### src/rtl/embsync_pkg.sv
package embsync_pkg;

  typedef enum logic [1:0] {
    K_LINE_OPEN   = 2'd0,
    K_LINE_CLOSE  = 2'd1,
    K_FRAME_OPEN  = 2'd2,
    K_FRAME_CLOSE = 2'd3
  } kind_t;

  // three accepted bytes form the sync lead-in
  function automatic logic lead_match(input logic [7:0] b0, input logic [7:0] b1,
                                      input logic [7:0] b2);
    return (b0 == 8'hFF) && (b1 == 8'h00) && (b2 == 8'h00);
  endfunction

  // code byte legality: channel below the channel count, kind one of four
  function automatic logic code_legal(input logic [3:0] ch_nib, input logic [3:0] kind_nib,
                                      input int unsigned nch);
    return (32'(ch_nib) < nch) && (kind_nib < 4'd4);
  endfunction

endpackage

### src/rtl/embsync_window.sv
module embsync_window
  import embsync_pkg::*;
(
  input  logic       clk,
  input  logic       rst_n,
  input  logic       in_valid,
  input  logic [7:0] in_byte,
  output logic       code_hit,
  output logic [7:0] code_byte,
  output logic       pay_vld,
  output logic [7:0] pay_byte
);
  localparam int LEAD = 3;

  logic [7:0]      win [LEAD];   // index 0 is the oldest byte
  logic [LEAD-1:0] wv;

  assign code_hit  = in_valid && (&wv) && lead_match(win[0], win[1], win[2]);
  assign code_byte = in_byte;
  assign pay_vld   = in_valid && !code_hit && wv[0];
  assign pay_byte  = win[0];

  always_ff @(posedge clk or negedge rst_n) begin
    if (!rst_n) begin
      wv <= '0;
      for (int i = 0; i < LEAD; i++) win[i] <= '0;
    end else if (in_valid) begin
      if (code_hit) begin
        wv <= '0;
      end else begin
        wv <= {1'b1, wv[LEAD-1:1]};
        for (int i = 0; i < LEAD-1; i++) win[i] <= win[i+1];
        win[LEAD-1] <= in_byte;
      end
    end
  end

  // a detected code empties the window, so no lead-in byte reaches payload
  assert_flush_after_code_R2: assert property (@(posedge clk) disable iff (!rst_n)
    code_hit |=> (wv == '0) && !pay_vld);

endmodule

### src/rtl/embsync_track.sv
module embsync_track
  import embsync_pkg::*;
#(
  parameter int NCH         = 8,
  parameter int FRAME_BYTES = 16,
  localparam int CHW        = (NCH > 1) ? $clog2(NCH) : 1,
  localparam int CNTW       = (FRAME_BYTES > 1) ? $clog2(FRAME_BYTES) : 1
) (
  input  logic           clk,
  input  logic           rst_n,
  input  logic           code_hit,
  input  logic [7:0]     code_byte,
  input  logic           pay_vld,
  output logic           fwd,
  output logic [CHW-1:0] fwd_ch,
  output logic           ev_fire,
  output kind_t          ev_kind,
  output logic [CHW-1:0] ev_ch,
  output logic           bad_code,
  output logic           bad_seq,
  output logic           bad_size,
  output logic [NCH-1:0] frame_q,
  output logic [NCH-1:0] line_q
);

  logic [NCH-1:0][CNTW-1:0] cnt_q;
  logic [CHW-1:0]           cur_q;
  logic                     legal, order_ok;

  function automatic logic frame_aligned(input logic [CNTW-1:0] c);
    return c == '0;
  endfunction

  function automatic logic [CNTW-1:0] next_count(input logic [CNTW-1:0] c);
    return (c == CNTW'(FRAME_BYTES-1)) ? '0 : c + 1'b1;
  endfunction

  assign legal   = code_legal(code_byte[7:4], code_byte[3:0], NCH);
  assign ev_ch   = code_byte[CHW+3:4];
  assign ev_kind = kind_t'(code_byte[1:0]);

  always_comb begin
    if (ev_kind == K_FRAME_OPEN) order_ok = !frame_q[ev_ch];
    else                         order_ok = frame_q[ev_ch];
  end

  assign ev_fire  = code_hit && legal && order_ok;
  assign bad_code = code_hit && !legal;
  assign bad_seq  = code_hit && legal && !order_ok;
  assign bad_size = ev_fire && (ev_kind == K_FRAME_CLOSE) && !frame_aligned(cnt_q[ev_ch]);
  assign fwd      = pay_vld && line_q[cur_q];
  assign fwd_ch   = cur_q;

  always_ff @(posedge clk or negedge rst_n) begin
    if (!rst_n) begin
      frame_q <= '0;
      line_q  <= '0;
      cnt_q   <= '0;
      cur_q   <= '0;
    end else begin
      for (int c = 0; c < NCH; c++) begin
        if (ev_fire && ev_ch == CHW'(c)) begin
          unique case (ev_kind)
            K_LINE_OPEN:   line_q[c] <= 1'b1;
            K_LINE_CLOSE:  line_q[c] <= 1'b0;
            K_FRAME_OPEN:  begin frame_q[c] <= 1'b1; line_q[c] <= 1'b1; cnt_q[c] <= '0; end
            K_FRAME_CLOSE: begin frame_q[c] <= 1'b0; line_q[c] <= 1'b0; cnt_q[c] <= '0; end
          endcase
        end else if (fwd && cur_q == CHW'(c)) begin
          cnt_q[c] <= next_count(cnt_q[c]);
        end
      end
      if (ev_fire && (ev_kind == K_LINE_OPEN || ev_kind == K_FRAME_OPEN)) cur_q <= ev_ch;
    end
  end

  for (genvar g = 0; g < NCH; g++) begin : g_chk
    // a code for another channel leaves this channel's state alone
    assert_other_channel_stable_R8: assert property (@(posedge clk) disable iff (!rst_n)
      (ev_fire && ev_ch != CHW'(g)) |=> $stable(frame_q[g]) && $stable(line_q[g]));
    // a line can only be open inside a frame
    assert_line_inside_frame_R10: assert property (@(posedge clk) disable iff (!rst_n)
      line_q[g] |-> frame_q[g]);
  end

endmodule

### src/rtl/embsync_demux.sv
module embsync_demux
  import embsync_pkg::*;
#(
  parameter int NCH         = 8,
  parameter int FRAME_BYTES = 16,
  localparam int CHW        = (NCH > 1) ? $clog2(NCH) : 1
) (
  input  logic           clk,
  input  logic           rst_n,
  input  logic           in_valid,
  input  logic [7:0]     in_byte,
  output logic [NCH-1:0] out_vld,
  output logic [7:0]     out_byte,
  output logic [CHW-1:0] out_ch,
  output logic           ev_sof,
  output logic           ev_eof,
  output logic           ev_sol,
  output logic           ev_eol,
  output logic           err_code,
  output logic           err_seq,
  output logic           err_size
);

  logic           code_hit, pay_vld, fwd, ev_fire, bad_code, bad_seq, bad_size;
  logic [7:0]     code_byte, pay_byte;
  logic [CHW-1:0] fwd_ch, ev_ch;
  kind_t          ev_kind;
  logic [NCH-1:0] frame_q, line_q;

  embsync_window u_window (
    .clk, .rst_n, .in_valid, .in_byte,
    .code_hit, .code_byte, .pay_vld, .pay_byte
  );

  embsync_track #(.NCH(NCH), .FRAME_BYTES(FRAME_BYTES)) u_track (
    .clk, .rst_n, .code_hit, .code_byte, .pay_vld,
    .fwd, .fwd_ch, .ev_fire, .ev_kind, .ev_ch,
    .bad_code, .bad_seq, .bad_size, .frame_q, .line_q
  );

  always_ff @(posedge clk or negedge rst_n) begin
    if (!rst_n) begin
      out_vld  <= '0;
      out_byte <= '0;
      out_ch   <= '0;
      ev_sof   <= 1'b0;
      ev_eof   <= 1'b0;
      ev_sol   <= 1'b0;
      ev_eol   <= 1'b0;
      err_code <= 1'b0;
      err_seq  <= 1'b0;
      err_size <= 1'b0;
    end else begin
      out_vld  <= fwd ? (NCH'(1) << fwd_ch) : '0;
      if (fwd) out_byte <= pay_byte;
      if (code_hit)  out_ch <= ev_ch;
      else if (fwd)  out_ch <= fwd_ch;
      ev_sol   <= ev_fire && (ev_kind == K_LINE_OPEN);
      ev_eol   <= ev_fire && (ev_kind == K_LINE_CLOSE);
      ev_sof   <= ev_fire && (ev_kind == K_FRAME_OPEN);
      ev_eof   <= ev_fire && (ev_kind == K_FRAME_CLOSE);
      err_code <= bad_code;
      err_seq  <= bad_seq;
      err_size <= bad_size;
    end
  end

  assert_single_strobe_R4: assert property (@(posedge clk) disable iff (!rst_n)
    $onehot0(out_vld));

  for (genvar g = 0; g < NCH; g++) begin : g_lane
    assert_data_only_in_line_R4: assert property (@(posedge clk) disable iff (!rst_n)
      out_vld[g] |-> line_q[g]);
  end

  assert_size_with_eof_R9: assert property (@(posedge clk) disable iff (!rst_n)
    err_size |-> ev_eof);

  assert_bad_code_silent_R6: assert property (@(posedge clk) disable iff (!rst_n)
    err_code |-> !(ev_sof || ev_eof || ev_sol || ev_eol) && (out_vld == '0));

  assert_sof_opens_line_R10: assert property (@(posedge clk) disable iff (!rst_n)
    ev_sof |-> frame_q[out_ch] && line_q[out_ch]);

  assert_eof_closes_frame_R10: assert property (@(posedge clk) disable iff (!rst_n)
    ev_eof |-> !frame_q[out_ch] && !line_q[out_ch]);

  assert_idle_quiet_R11: assert property (@(posedge clk) disable iff (!rst_n)
    !in_valid |=> (out_vld == '0) && !(ev_sof || ev_eof || ev_sol || ev_eol)
                  && !(err_code || err_seq || err_size));

endmodule

### config.mk
export PLATFORM = sky130hd
export DESIGN_NAME = embsync_demux
export DESIGN_NICKNAME = d
export VERILOG_FILES = /design/src/rtl/embsync_pkg.sv /design/src/rtl/embsync_window.sv /design/src/rtl/embsync_track.sv /design/src/rtl/embsync_demux.sv
export SDC_FILE = /design/constraint.sdc
export NUM_CORES = 1
export LEC_CHECK = 0
export BUFFER_PORTS_ARGS = -buffer_cell sky130_fd_sc_hd__buf_2
export CAP_MARGIN = 20
export CORE_UTILIZATION = 25
export DETAILED_ROUTE_END_ITERATION = 12
export GPL_ROUTABILITY_DRIVEN = 0
export HOLD_SLACK_MARGIN = 0.02
export PLACE_DENSITY = 0.41
export SLEW_MARGIN = 20
export SYNTH_ARGS = -nofsm -noshare
export SYNTH_HDL_FRONTEND = slang
export SYNTH_HIERARCHICAL = 1
export SYNTH_SLANG_ARGS = --single-unit
### constraint.sdc
create_clock -name clk -period 6.3 [get_ports clk]
set_input_delay 0.945 -clock clk [delete_from_list [all_inputs] [get_ports clk]]
set_output_delay 0.945 -clock clk [all_outputs]
set_load 0.1 [all_outputs]
==> impl_metrics.yaml <==
status:
  status: "completed"
clocking:
  clockBufferDepth: 2
  insertion_delay_ns: 0.36
  cts_num_sinks: 104
  postCtsHoldBufs: 0
  ctsRootBufferMaster: "clkbuf_16"
  cts_setup_buffers: 0
  numCtsBuffers: 9
  htreeDepth: 3
  post_cts_resized: 0
  clkTransAtPathRegs_ns: 0.08
  cts_tree: "built"
synth:
  synthArstFlopShare: 1.00
  synth_area_leaders: "dfrtp_1, mux2_2, nand2_1"
  synth_edf_count: 0
  synth_top_area_frac: 0.467
  ys_warn_count: 6
  syn_inst: 545
  yosysTopAreaCell: "dfrtp_1"
  synth_common_cells: "dfrtp_1, nand2_1, o21ai_0"
  synth_nets: 564
  yosysMostFrequentCell: "dfrtp_1"
  synth-seq-cells: 104
  ys_seq_area_frac: 0.467
  avgSynthCellArea_um2: 10.2
  synthFlopType: "dfrtp_1"
  synth.distinct_cells: 68
  syn-cell-area_um2: 5580
timing:
  fin_hold_ws_ns: 0.506
  maxSlewViolCount: 0
  relSlewSlack: 0.380
  fin_crit_ns: 4.18
  finalHoldViolCount: 0
  setup_tns_ns: 0
  setup_viol: 0
  clock_skew_ns: 0.00917
  worst_pin_slew_ns: 0.930
  max_freq_ghz: 0.239
  rsz0062_at_grt: "false"
  min_period_over_period: 0.663
  setup_ws_ns: 2.12
critical_path:
  critical_path_cell_count: 10
  start_kind: "input pin"
  cp.arrival_ns: 4.46
  path_buf_inv: 2
  crit_chain: "buf_2, nand4b_1, or4_4, nor2_1, buf_4, or4b_1, nor2_2, a31oi_1, and3_1, nor3_2"
  reg2reg_depth: 9
  worstPathRequired_ns: 6.58
  path_class: "input pin to register"
  crit_family: "simple AND/OR/NAND/NOR gates"
  crit_slowest_cell: "or4b_1"
  cpPeakStageDelay_ns: 0.63
  crit_path_end_kind: "register"
  cp_max_fo: 34
pwr:
  p_int_uw: 1050
  comb_power_share: 0.076
  switching_share: 0.256
  seq_power_share: 0.507
  leakage_uw: 0.00259
  irDropWorstVdd_mv: 0.0931
  power_density_nw_per_um2: 229
  p_switching_uw: 361
  clockPowerShare: 0.417
cells_and_area:
  area_delta_synth_final_pct: 10.2
  num-fill-cells: 2254
  drive_gt1_frac: 0.195
  regArea_um2: 2600
  nNetsFinal: 567
  diodes: 0
  multi_input_area_um2: 2570
  utilization: 0.282
grt:
  globalRouteOverflowTotal: 0
  grt_usage: 0.122
  antenna_found_initial: 0
  grt_max_degree: 70
  grt_pass1_vias: 3909
  grt_pass1_wl_um: 21300
route:
  avgRoutedWirePerCell_um: 15.8
  drc: 0
  antenna_left: 0
  via_per_inst: 4.83
  first_iter_violations: 195
  drt_first_pass_iters: 6
  via_count: 4024
  routed_wl_um: 13200
die:
  initial_utilization: 0.256
  boundaryPins: 37
  fp-row-count: 54
  fp.dieW_um: 151
  fp.coreArea_um2: 21800
  die_h_um: 151
  die-area_um2: 22900
placed_design:
  io_buffers: 36
  dp_slack_ns: 1.78
  dp_hpwl_um: 9020
min_path:
  min_path_cells: 1
  hp-class: "register to register"
run:
  max-cap-violations: 0
power groups by stage:
stage,Combinational (uW),Sequential (uW),Clock [uW]
CTS,109,714,614
floorplan,94.2,718,0
detailed placement,109,727,0
finish,107,714,586
global route,119,717,638
global placement,108,726,0
sequential cells by signal, summed over array words and instances, names as in the netlist, 3 cells and up:
| name | cells |
|---|---|
| u_window/wv | 3 |
| u_track/cnt_q | 32 |
| u_track/line_q | 8 |
| u_window/pay_byte | 8 |
| u_track/fwd_ch | 3 |
| u_window/win | 16 |
| u_track/frame_q | 8 |
| out_vld | 8 |
| out_ch | 3 |
| out_byte | 8 |
path summary, 6_finish.rpt:
kind                                        startpoint                             to  slack, ns
hold / removal                 out_byte[5]$_DFFE_PN0P_        out_byte[5]$_DFFE_PN0P_       0.51
setup reg to reg           u_window/win[9]$_DFFE_PN0P_  u_track/cnt_q[10]$_DFFE_PN0P_       2.42
hold reg to reg                out_byte[5]$_DFFE_PN0P_        out_byte[5]$_DFFE_PN0P_       0.51
max in group asynchronous                        rst_n  u_track/cnt_q[15]$_DFFE_PN0P_       4.45
setup / recovery                              in_valid  u_track/cnt_q[10]$_DFFE_PN0P_       2.12
min in group asynchronous                        rst_n        out_byte[7]$_DFFE_PN0P_       0.54
placed cells by master, fill, tap and decap left out, types with 5 or more instances in the layout:
cell       instances
nand2b_1           7
and2_1             8
mux2i_1           10
nor2b_1            7
o21ai_0           31
o22ai_1           20
xor2_1             7
ha_1               8
a31oi_1           13
nand2_1           51
a21oi_1           14
xnor2_1           12
nor2_1            28
clkbuf_16          9
buf_2             35
inv_1             28
a311o_1            5
nor3_1             5
nand3_1           18
nor4_1             8
buf_4              5
mux2_2            28
dfrtp_1          104
o31ai_1            7
layout make-up:
cell class,instances,share of cell area
timing repair buffer,40,0.0346
clock buffer,10,0.0373
sequential,104,0.423
tap,280,0.0570
multi-input combinational,365,0.419
inverter,28,0.0171
clock inverter,6,0.0118
cells by family (layout without fill, tap and decap cells):
family	count (synthesis)	in the layout	synth area share
AOI/OAI and AO/OA	132	132	0.162
buffers and inverters	76	84	0.0731
DFF	104	104	0.467
xor gates and xnor gates	21	21	0.0397
muxes	41	41	0.0866
and+or+nand+nor	163	163	0.154
adders and majority gates	8	8	0.0179
routing by layer:
metal | part of all wire | GRT usage | up-vias | wire length, um
li1 | - | - | 1965 | -
met1 | 0.46 | 0.160 | 1986 | 6040
met2 | 0.49 | 0.201 | 61 | 6520
met3 | 0.034 | 0.0205 | 12 | 451
met4 | 0.013 | 0.0450 | 0 | 175
met5 | 0 | 0 | - | 0
stage by stage:
step / total power (uW) / cells / cell area (um^2)
detailed placement: 836 / 817 / 5840
CTS: 1440 / 833 / 6150
floorplan: 812 / 545 / 5580
finish: 1410 / 833 / 6150
global route: 1470 / 833 / 6150
global placement: 835 / 817 / 5840
Note: power is estimated with default switching activity, not from simulation.
